`src/rtl/ring_pkg.sv`:
```
package ring_pkg;
  typedef enum logic [1:0] {
    MODE_SYNC   = 2'd0,
    MODE_SELF   = 2'd1,
    MODE_SINGLE = 2'd2,
    MODE_DIAG   = 2'd3
  } ring_mode_e;
endpackage

```
`src/rtl/ring_stage.sv`:
```
module ring_stage #(
  parameter int WIDTH = 4,
  parameter int IDX   = 0
) (
  input  logic [WIDTH-1:0] stg_in,
  input  logic             byp,
  input  logic             flip_en,
  input  logic [WIDTH-1:0] flip_mask,
  output logic [WIDTH-1:0] stg_out,
  output logic             bad
);
  localparam int               KEY_I = (IDX * 5 + 3) % (2 ** WIDTH);
  localparam logic [WIDTH-1:0] KEY   = KEY_I[WIDTH-1:0];

  // gates-under-test layer: invertible scramble
  function automatic logic [WIDTH-1:0] gut_layer(input logic [WIDTH-1:0] x);
    return {x[WIDTH-2:0], x[WIDTH-1]} ^ KEY;
  endfunction

  // decoder layer: exact inverse of gut_layer
  function automatic logic [WIDTH-1:0] decode_layer(input logic [WIDTH-1:0] w);
    logic [WIDTH-1:0] v;
    v = w ^ KEY;
    return {v[0], v[WIDTH-1:1]};
  endfunction

  logic [WIDTH-1:0] code_w;
  logic [WIDTH-1:0] rebuilt;

  assign code_w  = gut_layer(stg_in) ^ (flip_en ? flip_mask : '0);
  assign rebuilt = decode_layer(code_w);
  assign stg_out = byp ? stg_in : rebuilt;
  assign bad     = (stg_out != stg_in);
endmodule

```
`src/rtl/ring_first_fail.sv`:
```
module ring_first_fail #(
  parameter int STAGES = 4,
  parameter int STG_W  = 2
) (
  input  logic [STAGES-1:0] bad,
  output logic              hit,
  output logic [STG_W-1:0]  idx
);
  always_comb begin
    idx = '0;
    for (int s = STAGES - 1; s >= 0; s--) begin
      if (bad[s]) idx = STG_W'(s);
    end
  end
  assign hit = |bad;
endmodule

```
`src/rtl/ring_ctrl.sv`:
```
module ring_ctrl
  import ring_pkg::*;
#(
  parameter int               WIDTH     = 4,
  parameter logic [WIDTH-1:0] RESET_VEC = 4'h3
) (
  input  logic             clk,
  input  logic             rst_n,
  input  ring_mode_e       mode,
  input  logic             step,
  input  logic [WIDTH-1:0] step_k,
  input  logic [WIDTH-1:0] chain_out,
  input  logic             chain_ok,
  output logic [WIDTH-1:0] ring_q,
  output logic             err_flag,
  output logic             adv_req,
  output logic             advance
);
  function automatic logic [WIDTH-1:0] next_vec(input ring_mode_e m,
                                                input logic [WIDTH-1:0] v,
                                                input logic [WIDTH-1:0] k);
    if (m == MODE_SINGLE) return {v[WIDTH-1:1], ~v[0]};
    return v + k;
  endfunction

  assign adv_req = !err_flag &&
                   ((mode == MODE_SELF) || (mode == MODE_SINGLE) ||
                    ((mode == MODE_SYNC) && step));
  assign advance = adv_req && chain_ok;

  always_ff @(posedge clk or negedge rst_n) begin
    if (!rst_n) begin
      ring_q   <= RESET_VEC;
      err_flag <= 1'b0;
    end else begin
      if (advance) ring_q <= next_vec(mode, chain_out, step_k);
      if (adv_req && !chain_ok) err_flag <= 1'b1;
    end
  end
endmodule

```
`src/rtl/cell_ring_tester.sv`:
```
module cell_ring_tester
  import ring_pkg::*;
#(
  parameter int               WIDTH     = 4,
  parameter int               STAGES    = 4,
  parameter logic [WIDTH-1:0] RESET_VEC = 4'h3,
  localparam int              STG_W     = (STAGES > 1) ? $clog2(STAGES) : 1,
  localparam int              BIT_W     = (WIDTH > 1) ? $clog2(WIDTH) : 1
) (
  input  logic              clk,
  input  logic              rst_n,
  input  logic [1:0]        mode,
  input  logic              step,
  input  logic [WIDTH-1:0]  step_k,
  input  logic [STAGES-1:0] bypass,
  input  logic              fault_en,
  input  logic [STG_W-1:0]  fault_stage,
  input  logic [BIT_W-1:0]  fault_bit,
  output logic [WIDTH-1:0]  ring_q,
  output logic              err_flag,
  output logic              diag_hit,
  output logic [STG_W-1:0]  diag_stage,
  output logic [WIDTH-1:0]  diag_in,
  output logic [WIDTH-1:0]  diag_out
);
  ring_mode_e       mode_e;
  logic [WIDTH-1:0] link [STAGES+1];
  logic [STAGES-1:0] stage_bad;
  logic [WIDTH-1:0] flip_mask;
  logic             chain_ok;
  logic             adv_req;
  logic             advance;
  logic             ff_hit;
  logic [STG_W-1:0] ff_idx;
  logic             in_diag;

  assign mode_e    = ring_mode_e'(mode);
  assign flip_mask = WIDTH'(1) << fault_bit;
  assign link[0]   = ring_q;

  for (genvar i = 0; i < STAGES; i++) begin : g_stage
    ring_stage #(.WIDTH(WIDTH), .IDX(i)) u_stage (
      .stg_in   (link[i]),
      .byp      (bypass[i]),
      .flip_en  (fault_en && (fault_stage == STG_W'(i))),
      .flip_mask(flip_mask),
      .stg_out  (link[i+1]),
      .bad      (stage_bad[i])
    );
  end

  // comparator: chain output against chain input
  assign chain_ok = (link[STAGES] == ring_q);

  ring_first_fail #(.STAGES(STAGES), .STG_W(STG_W)) u_ff (
    .bad(stage_bad),
    .hit(ff_hit),
    .idx(ff_idx)
  );

  ring_ctrl #(.WIDTH(WIDTH), .RESET_VEC(RESET_VEC)) u_ctrl (
    .clk      (clk),
    .rst_n    (rst_n),
    .mode     (mode_e),
    .step     (step),
    .step_k   (step_k),
    .chain_out(link[STAGES]),
    .chain_ok (chain_ok),
    .ring_q   (ring_q),
    .err_flag (err_flag),
    .adv_req  (adv_req),
    .advance  (advance)
  );

  assign in_diag    = (mode_e == MODE_DIAG);
  assign diag_hit   = in_diag && ff_hit;
  assign diag_stage = diag_hit ? ff_idx : '0;
  assign diag_in    = diag_hit ? link[ff_idx] : '0;
  assign diag_out   = diag_hit ? link[ff_idx + 1] : '0;
endmodule

```
`config.mk`:
```
export PLATFORM = sky130hd
export DESIGN_NAME = cell_ring_tester
export DESIGN_NICKNAME = d
export VERILOG_FILES = /design/src/rtl/ring_pkg.sv /design/src/rtl/ring_stage.sv /design/src/rtl/ring_first_fail.sv /design/src/rtl/ring_ctrl.sv /design/src/rtl/cell_ring_tester.sv
export SDC_FILE = /design/constraint.sdc
export NUM_CORES = 1
export LEC_CHECK = 0
export ABC_AREA = 1
export BUFFER_PORTS_ARGS = -buffer_cell sky130_fd_sc_hd__clkbuf_2
export CAP_MARGIN = 20
export CORE_UTILIZATION = 54
export DETAILED_ROUTE_END_ITERATION = 8
export MAX_ROUTING_LAYER = met4
export PLACE_DENSITY_LB_ADDON = 0.12
export SETUP_SLACK_MARGIN = 0.3
export SKIP_LAST_GASP = 1
export SYNTH_ARGS = -nofsm -noshare
export SYNTH_HDL_FRONTEND = slang
export SYNTH_HIERARCHICAL = 1
export SYNTH_SLANG_ARGS = --single-unit
```
`constraint.sdc`:
```
create_clock -name clk -period 3.3 [get_ports clk]
set_clock_uncertainty 0.2 [all_clocks]
set_input_delay 0.165 -clock clk [delete_from_list [all_inputs] [get_ports clk]]
set_output_delay 0.165 -clock clk [all_outputs]
set_load 0.03 [all_outputs]
```
==> results.txt, run 1 <==
max_slew headroom: 73.4%
Die ar.: 2820 µm²
cells after synthesis: 279
Crit Path Class: register to register
Post-Route WL: 4100 µm
first-pass GRT wire length: 6400 µm
status: completed
# setup viols final: 0
DPL Wire Length: 3030 µm
Final Slew Violations: 0
DRC: 0
GRT Util Overall: 31.7%
I/O pin cnt: 34
CTS clock-pin slew for the worst setup and hold paths: 40 ps
Max Fclk: 0.355 GHz
clk_lat worst skew: 240 ps
startpoint types: register
Hold Crit Class: input pin to async pin
die width: 53.1 µm
CTS tree: built
Max VDD drop: 0.000290 V
via count of the first global-routing pass: 1490
Final ANT Viol Nets: 0
clk root buf: clkbuf_4
fin nets: 357
Post-Route M1 WL: 1780 µm
grt ovf: 0
most common cell after layout, fill and taps aside: nand2_1
Ys Warns: 6
core area: 2480 µm²
CTS sink count: 5
most frequent cells in the layout: nand2_1, nand3_1, inv_1, clkbuf_2, buf_4
DR iter-0 viols: 87
Die Span Y: 53.1 µm
critical path arrival: 2790 ps
Max Used Layer: met4
metal3 WL: 281 µm
Mapped Area: 1410 µm²
crit path capture type: register
fin crit share: 85.3%
via count: 1885
Synth Net Count: 304
ratio of cells with drive above 1 in the final layout: 26.9%
Area after DPL: 1670 µm²
vias per cell: 5.22
Avg Synthesized Cell Area: 5.05 µm²
H-tree depth: 1
# diodes: 0
setup TNS: 0 ps
detailed-router iteration count before antenna repair: 5
PD cells: 147 nW/µm²
crit path max fanout: 5
pin count of the biggest net entering global routing: 22
GPL Wtd Cong: 0.881
Critical Path RT: 3270 ps
Max clock buf depth: 2
Layout area overhead: 27.0%
unrepaired setup endpoints after global routing: false
WL met2: 2010 µm
min Tclk post-route: 2820 ps
Cell Rows: 18
wire per inst: 11.4 µm
Hold Fails Final Rpt: 0
Max-cap violations: 0
Final Instance Area: 1790 µm²
Worst Tran Pin Value: 399 ps
initial antenna violation count: 0
clock buffer count from CTS: 3
Initial Util: 56.9%
IO buf count: 33
P_leak: 0.893 nW
==> worst paths after layout <==
check	start	endpoint	slack (ps)	cells past startpoint
worst max-delay path	u_ctrl/ring_q[1]	u_ctrl/ring_q[2]	480	18
worst min-delay path	rst_n	u_ctrl/ring_q[3]	90	2
worst max register to register	u_ctrl/ring_q[1]	u_ctrl/ring_q[2]	480	18
worst min register to register	u_ctrl/err_flag	u_ctrl/err_flag	330	2
max in group asynchronous	rst_n	u_ctrl/ring_q[0]	2590	2
min in group clk	step	u_ctrl/err_flag	100	5
==> stage by stage <==
step,hold slack (ps),util (%),worst slack [ps],std cells,total power [W]
global route,79.8,72.3,250,361,0.000289
detailed placement,-214,67.4,154,350,0.000187
global placement,-213,67.4,150,350,0.000185
CTS,64.7,68.9,301,355,0.000261
floorplan,-331,-,476,279,0.000147
finish,90.8,72.3,484,361,0.000263
==> worst max-delay path: stages (launching register included) <==
cell	delay, ps
dfstp_2	550
inv_1	50
nand3_1	80
nand2_1	120
inv_1	80
nand3_1	80
nand2_2	110
inv_1	40
nand3_1	70
nand2_1	120
inv_1	80
nand3_1	90
nand2_2	150
inv_1	70
fa_1	400
xor2_1	150
o21ai_1	160
nand2_1	80
nand2_1	70
==> routing by layer <==
layer  vias to the layer above  global-route usage (%)
met5                         -                       -
met4                         0                    9.65
met3                         4                    1.72
met2                        79                    53.8
met1                       814                    40.2
li1                        988                       -
==> flip-flops by register name, indices dropped and copies added, names as in the netlist <==
name	count
u_ctrl/ring_q	4
u_ctrl/err_flag	1
==> area by class of cell <==
| class | instances | area [µm²] |
|---|---|---|
| Clock buffer | 4 | 26.3 |
| Inverter | 51 | 191 |
| Tap cell | 30 | 37.5 |
| Sequential cell | 5 | 130 |
| Fill cell | 248 | 687 |
| Timing Repair Buffer | 51 | 303 |
| Multi-Input combinational cell | 220 | 1100 |
==> what timing repair did <==
| item | CTS | global route |
|---|---|---|
| resized for setup | 1 | 15 |
| hold endpoints to repair | 5 | 0 |
| setup buffers | 0 | 6 |
| pin swaps | 0 | 3 |
| hold buffers | 1 | 0 |
| setup endpoints to repair | 1 | 12 |
==> power breakdown <==
group / switching (W) / internal [W] / total (W)
sequential: 0 / 0.0000616 / 0.0000616
clock: 0.0000240 / 0.0000456 / 0.0000696
combinational: 0.0000849 / 0.0000472 / 0.000132
Note: power is estimated with default switching activity, not from simulation.
==> run 2: changes to the inputs <==
- HOLD_SLACK_MARGIN: default -> 0.15
==> run 2 against run 1 <==
Effect of this change:
- clock power is essentially flat
- worst setup slack got worse by 21 ps
- non-clock buffer count increased by 5
==> results.txt, run 2 (synthesis results as in run 1) <==
most frequent cells in the layout: nand2_1, nand3_1, inv_1, clkbuf_2, buf_4 (unchanged)
vias per cell: 5.23 (was 5.22)
P_leak: 0.921 nW (was 0.893 nW)
most frequent CP cell: inv_1 (unchanged)
crit-path cells: inv_1 > nand3_1 > nand2_1 > inv_1 > nand3_1 > nand2_2 > inv_1 > nand3_1 > nand2_1 > inv_1 > nand3_1 > nand2_2 > ha_1 > inv_1 > fa_1 > xor2_1 > o21ai_1 > nand2_1 > nand2_1 (was inv_1 > nand3_1 > nand2_1 > inv_1 > nand3_1 > nand2_2 > inv_1 > nand3_1 > nand2_1 > inv_1 > nand3_1 > nand2_2 > inv_1 > fa_1 > xor2_1 > o21ai_1 > nand2_1 > nand2_1)
Hold Crit Class: input pin to register (was input pin to async pin)
grt ovf: 0 (unchanged)
IO buf count: 33 (unchanged)
most common cell after layout, fill and taps aside: nand2_1 (unchanged)
status: completed (unchanged)
pre-CTS setup slack: 154 ps (unchanged)
ratio of cells with drive above 1 in the final layout: 26.2% (was 26.9%)
critical path arrival: 2810 ps (was 2790 ps)
via count: 1916 (was 1885)
# setup viols final: 0 (unchanged)
initial antenna violation count: 0 (unchanged)
Die Span Y: 53.1 µm (unchanged)
clk_lat worst skew: 240 ps (about the same)
Largest Register: u_ctrl/ring_q (unchanged)
Post-Route WL: 4320 µm (was 4100 µm)
crit path max fanout: 4 (was 5)
crit path capture type: register (unchanged)
DR iter-0 viols: 105 (was 87)
Max Fclk: 0.353 GHz (was 0.355 GHz)
via count of the first global-routing pass: 1521 (was 1490)
fin crit share: 86.0% (was 85.3%)
clk root buf: clkbuf_4 (unchanged)
first-pass GRT wire length: 6590 µm (was 6400 µm)
max_slew headroom: 73.3% (was 73.4%)
clock buffer count from CTS: 3 (unchanged)
non-filler cells, final: 366 (was 361)
Max clock buf depth: 2 (unchanged)
fin util: 73.8% (was 72.3%)
Crit Path Class: register to register (unchanged)
I/O pin cnt: 34 (unchanged)
unrepaired setup endpoints after global routing: true (was false)
pin count of the biggest net entering global routing: 22 (unchanged)
Layout area overhead: 29.7% (was 27.0%)
setup TNS: 0 ps (unchanged)
Worst path max stage delay: 560 ps (was 550 ps)
Max VDD drop: 0.000291 V (was 0.000290 V)
# diodes: 0 (unchanged)
placed insts: 350 (unchanged)
detailed-router iteration count before antenna repair: 4 (was 5)
Final Slew Violations: 0 (unchanged)
die width: 53.1 µm (unchanged)
min Tclk post-route: 2840 ps (was 2820 ps)
CTS sink count: 5 (unchanged)
GRT Util Overall: 32.7% (was 31.7%)
PD cells: 147 nW/µm² (about the same)
Critical Path RT: 3270 ps (about the same)
CTS tree: built (unchanged)
CTS clock-pin slew for the worst setup and hold paths: 40 ps (about the same)
Final Instance Area: 1830 µm² (was 1790 µm²)
top flop regs: u_ctrl/ring_q x4, u_ctrl/err_flag x1 (unchanged)
Slowest cell on crit path: dfstp_2 (unchanged)
Final ANT Viol Nets: 0 (unchanged)
startpoint types: register (unchanged)
Cell Rows: 18 (unchanged)
Hold Fails Final Rpt: 0 (unchanged)
GPL Wtd Cong: 0.881 (unchanged)
max FFs per register: 4 (unchanged)
fill cell count: 235 (was 248)
Max-cap violations: 0 (unchanged)
Initial Util: 56.9% (unchanged)
DPL Wire Length: 3030 µm (unchanged)
Worst Tran Pin Value: 401 ps (was 399 ps)
wire per inst: 11.8 µm (was 11.4 µm)
DRC: 0 (unchanged)
Die ar.: 2820 µm² (unchanged)
Area after DPL: 1670 µm² (unchanged)
H-tree depth: 1 (unchanged)
worst setup margin: 463 ps (was 484 ps)
fin nets: 362 (was 357)
core area: 2480 µm² (unchanged)
==> run 2: area by class of cell <==
| cell class | count | area (µm²) | share of cell area [%] |
|---|---|---|---|
| tap | 30 | 37.5 | 2.05 |
| multi-input combinational | 220 | 1100 | 60.0 |
| inverter | 51 | 191 | 10.5 |
| clock buffer | 4 | 26.3 | 1.44 |
| sequential | 5 | 129 | 7.05 |
| timing repair buffer | 56 | 348 | 19.0 |
==> run 2: per-layer routing <==
metal / track usage, % / routed length, µm / up-vias
met3: 3.16 / 275 / 8
met4: 10.1 / 50 / 0
li1: - / - / 998
met1: 40.3 / 1900 / 829
met2: 55.9 / 2090 / 81
met5: - / 0 / -
==> run 2: worst paths after layout <==
| path | startpoint | endpoint | slack [ps] | depth (start not counted) |
|---|---|---|---|---|
| max in group asynchronous | rst_n | u_ctrl/ring_q[3] | 2060 | 3 |
| worst max-delay path | u_ctrl/ring_q[0] | u_ctrl/ring_q[2] | 460 | 19 |
| worst max register to register | u_ctrl/ring_q[0] | u_ctrl/ring_q[2] | 460 | 19 |
| min in group asynchronous | rst_n | u_ctrl/ring_q[1] | 240 | 2 |
| worst min register to register | u_ctrl/err_flag | u_ctrl/err_flag | 330 | 2 |
| worst min-delay path | step_k[3] | u_ctrl/ring_q[3] | 190 | 7 |
==> run 2: metrics by stage <==
stage | power [W] | hold slack [ps]
after floorplan | 0.000147 | -331
after global placement | 0.000185 | -213
after detailed placement | 0.000187 | -214
after CTS | 0.000264 | 184
after global routing | 0.000294 | 224
final | 0.000269 | 194
==> run 2: report_power, final <==
group / total, W / switching [W] / internal [W]
Clock: 0.0000696 / 0.0000239 / 0.0000456
Combinational: 0.000138 / 0.0000872 / 0.0000507
Sequential: 0.0000617 / 0 / 0.0000617
Total: 0.000269 / 0.000111 / 0.000158
==> run 2: worst max-delay path, delay by kind of cell, from the launching register on <==
| family | cells | cell delay (ps) |
|---|---|---|
| buf+inv | 5 | 280 |
| flops | 1 | 560 |
| xor+xnor | 1 | 160 |
| simple gates | 10 | 870 |
| fa+ha+maj | 2 | 550 |
| compound gates | 1 | 160 |
==> run 2: what timing repair did <==
action	CTS	global route
gates resized for setup	1	12
hold buffers	4	0
setup buffers	0	8
endpoints found under the hold margin	7	0
pin swaps	0	3
endpoints found under the setup margin	1	12
==> run 3: changes to the inputs <==
- CORE_ASPECT_RATIO: default -> 2
==> run 3 against run 2 <==
Effect of this change:
- clock power grew 65%
- sequential cell count unchanged
- largest cell class unchanged
- register-to-register slack got worse by 90 ps
- worst hold slack improved by 47 ps
- via count is 2.1% higher
- critical endpoint unchanged
==> results.txt, run 3 (synthesis results as in run 1) <==
status: completed (unchanged)
Final ANT Viol Nets: 0 (unchanged)
fin nets: 355 (was 362)
crit path capture type: register (unchanged)
Max VDD drop: 0.000203 V (was 0.000291 V)
DPL Wire Length: 3520 µm (was 3030 µm)
clk_lat worst skew: 220 ps (was 240 ps)
most frequent cells in the layout: nand2_1, nand3_1, inv_1, clkbuf_2, nor2_1 (was nand2_1, nand3_1, inv_1, clkbuf_2, buf_4)
Crit Path Class: register to register (unchanged)
Hold Crit Class: input pin to register (unchanged)
ratio of cells with drive above 1 in the final layout: 24.6% (was 26.2%)
I/O pin cnt: 34 (unchanged)
pin count of the biggest net entering global routing: 22 (unchanged)
most frequent CP cell: inv_1 (unchanged)
GPL Wtd Cong: 0.956 (was 0.881)
DRC: 0 (unchanged)
initial antenna violation count: 0 (unchanged)
GRT Util Overall: 36.0% (was 32.7%)
via count: 1956 (was 1916)
PD cells: 176 nW/µm² (was 147 nW/µm²)
critical path arrival: 2890 ps (was 2810 ps)
pre-CTS setup slack: 135 ps (was 154 ps)
H-tree depth: 1 (unchanged)
Post-Route WL: 4760 µm (was 4320 µm)
fill cell count: 225 (was 235)
P_leak: 0.891 nW (was 0.921 nW)
clk root buf: clkbuf_8 (was clkbuf_4)
Hold Fails Final Rpt: 0 (unchanged)
Die ar.: 2830 µm² (was 2820 µm²)
Final Slew Violations: 0 (unchanged)
# setup viols final: 0 (unchanged)
via count of the first global-routing pass: 1712 (was 1521)
CTS sink count: 5 (unchanged)
hold_ws: 241 ps (was 194 ps)
Critical Path RT: 3260 ps (was 3270 ps)
startpoint types: register (unchanged)
first-pass GRT wire length: 7240 µm (was 6590 µm)
Slowest cell on crit path: dfstp_2 (unchanged)
area of the multi-input gates: 1100 µm² (about the same)
most common cell after layout, fill and taps aside: nand2_1 (unchanged)
vias per cell: 5.49 (was 5.23)
Worst Tran Pin Value: 389 ps (was 401 ps)
placed insts: 345 (was 350)
Max Fclk: 0.341 GHz (was 0.353 GHz)
detailed-router iteration count before antenna repair: 5 (was 4)
core area: 2410 µm² (was 2480 µm²)
DR iter-0 viols: 97 (was 105)
Max-cap violations: 0 (unchanged)
wire per inst: 13.4 µm (was 11.8 µm)
non-filler cells, final: 356 (was 366)
Die Span Y: 74.3 µm (was 53.1 µm)
Cell Rows: 25 (was 18)
CTS clock-pin slew for the worst setup and hold paths: 40 ps (about the same)
IO buf count: 33 (unchanged)
Largest Register: u_ctrl/ring_q (unchanged)
crit path max fanout: 4 (unchanged)
Final Instance Area: 1810 µm² (was 1830 µm²)
top flop regs: u_ctrl/ring_q x4, u_ctrl/err_flag x1 (unchanged)
sequential cell area: 128 µm² (was 129 µm²)
worst setup margin: 370 ps (was 463 ps)
min Tclk post-route: 2930 ps (was 2840 ps)
Worst path max stage delay: 580 ps (was 560 ps)
# diodes: 0 (unchanged)
CTS tree: built (unchanged)
grt ovf: 0 (unchanged)
Area after DPL: 1650 µm² (was 1670 µm²)
setup TNS: 0 ps (unchanged)
Layout area overhead: 28.4% (was 29.7%)
crit-path cells: inv_1 > nand3_1 > nand2_1 > inv_1 > nand3_1 > nand2_2 > inv_1 > nand3_1 > nand2_1 > inv_1 > nand3_1 > nand2_2 > ha_2 > inv_1 > fa_1 > xor2_1 > o21ai_0 > nand2_1 > nand2_1 (was inv_1 > nand3_1 > nand2_1 > inv_1 > nand3_1 > nand2_2 > inv_1 > nand3_1 > nand2_1 > inv_1 > nand3_1 > nand2_2 > ha_1 > inv_1 > fa_1 > xor2_1 > o21ai_1 > nand2_1 > nand2_1)
clock buffer count from CTS: 3 (unchanged)
max_slew headroom: 74.0% (was 73.3%)
Max clock buf depth: 2 (unchanged)
die width: 38.1 µm (was 53.1 µm)
fin crit share: 88.8% (was 86.0%)
Initial Util: 58.5% (was 56.9%)
unrepaired setup endpoints after global routing: true (unchanged)
max FFs per register: 4 (unchanged)
run 3: worst paths after layout:
kind | end | slack, ps | depth (start not counted) | start
hold reg to reg | u_ctrl/ring_q[1] | 340 | 2 | u_ctrl/ring_q[1]
min in group asynchronous | u_ctrl/ring_q[1] | 250 | 2 | rst_n
max in group asynchronous | u_ctrl/err_flag | 2060 | 3 | rst_n
hold / removal | u_ctrl/ring_q[3] | 240 | 8 | step_k[3]
setup / recovery | u_ctrl/ring_q[2] | 370 | 19 | u_ctrl/ring_q[0]
setup reg to reg | u_ctrl/ring_q[2] | 370 | 19 | u_ctrl/ring_q[0]
run 3: routing by layer:
layer	track usage, %	share of wire (%)
met1	34.5	37
met3	4.18	3.9
met4	21.8	4.6
met5	-	0
met2	64.2	55
run 3: per-stage QoR:
stage | utilization (%) | total power [W]
finish | 75.2 | 0.000318
CTS | 72.2 | 0.000309
global route | 75.2 | 0.000338
detailed placement | 68.5 | 0.000190
floorplan | - | 0.000147
global placement | 68.5 | 0.000189
run 3: cell type report:
| type | count | area share (%) |
|---|---|---|
| clock buffers | 4 | 2.49 |
| inverters | 51 | 10.6 |
| multi-input cells | 220 | 61.0 |
| flip-flops and latches | 5 | 7.05 |
| well taps | 27 | 1.87 |
| repair buffers | 49 | 17.0 |
run 3: worst max-delay path, delay by kind of cell, from the launching register on:
kind            cells  cell delay [ps]
fa+ha+maj           2              570
xor+xnor            1              150
flops               1              580
buf+inv             5              290
simple gates       10              930
compound gates      1              150
run 3: repair_timing:
action | in CTS | in global routing
buffers inserted | 0 | 3
hold buffers | 4 | 0
resized for setup | 1 | 12
setup endpoints to repair | 1 | 9
endpoints found under the hold margin | 7 | 0
pin swaps | 0 | 2
cloned | 0 | 0
run 3: where the power goes:
group / internal (W) / total (W) / switching [W] / leakage [nW]
logic: 0.0000485 / 0.000141 / 0.0000925 / 0.811
registers: 0.0000618 / 0.0000618 / 0 / 0.0573
clock network: 0.0000831 / 0.000115 / 0.0000319 / 0.0228
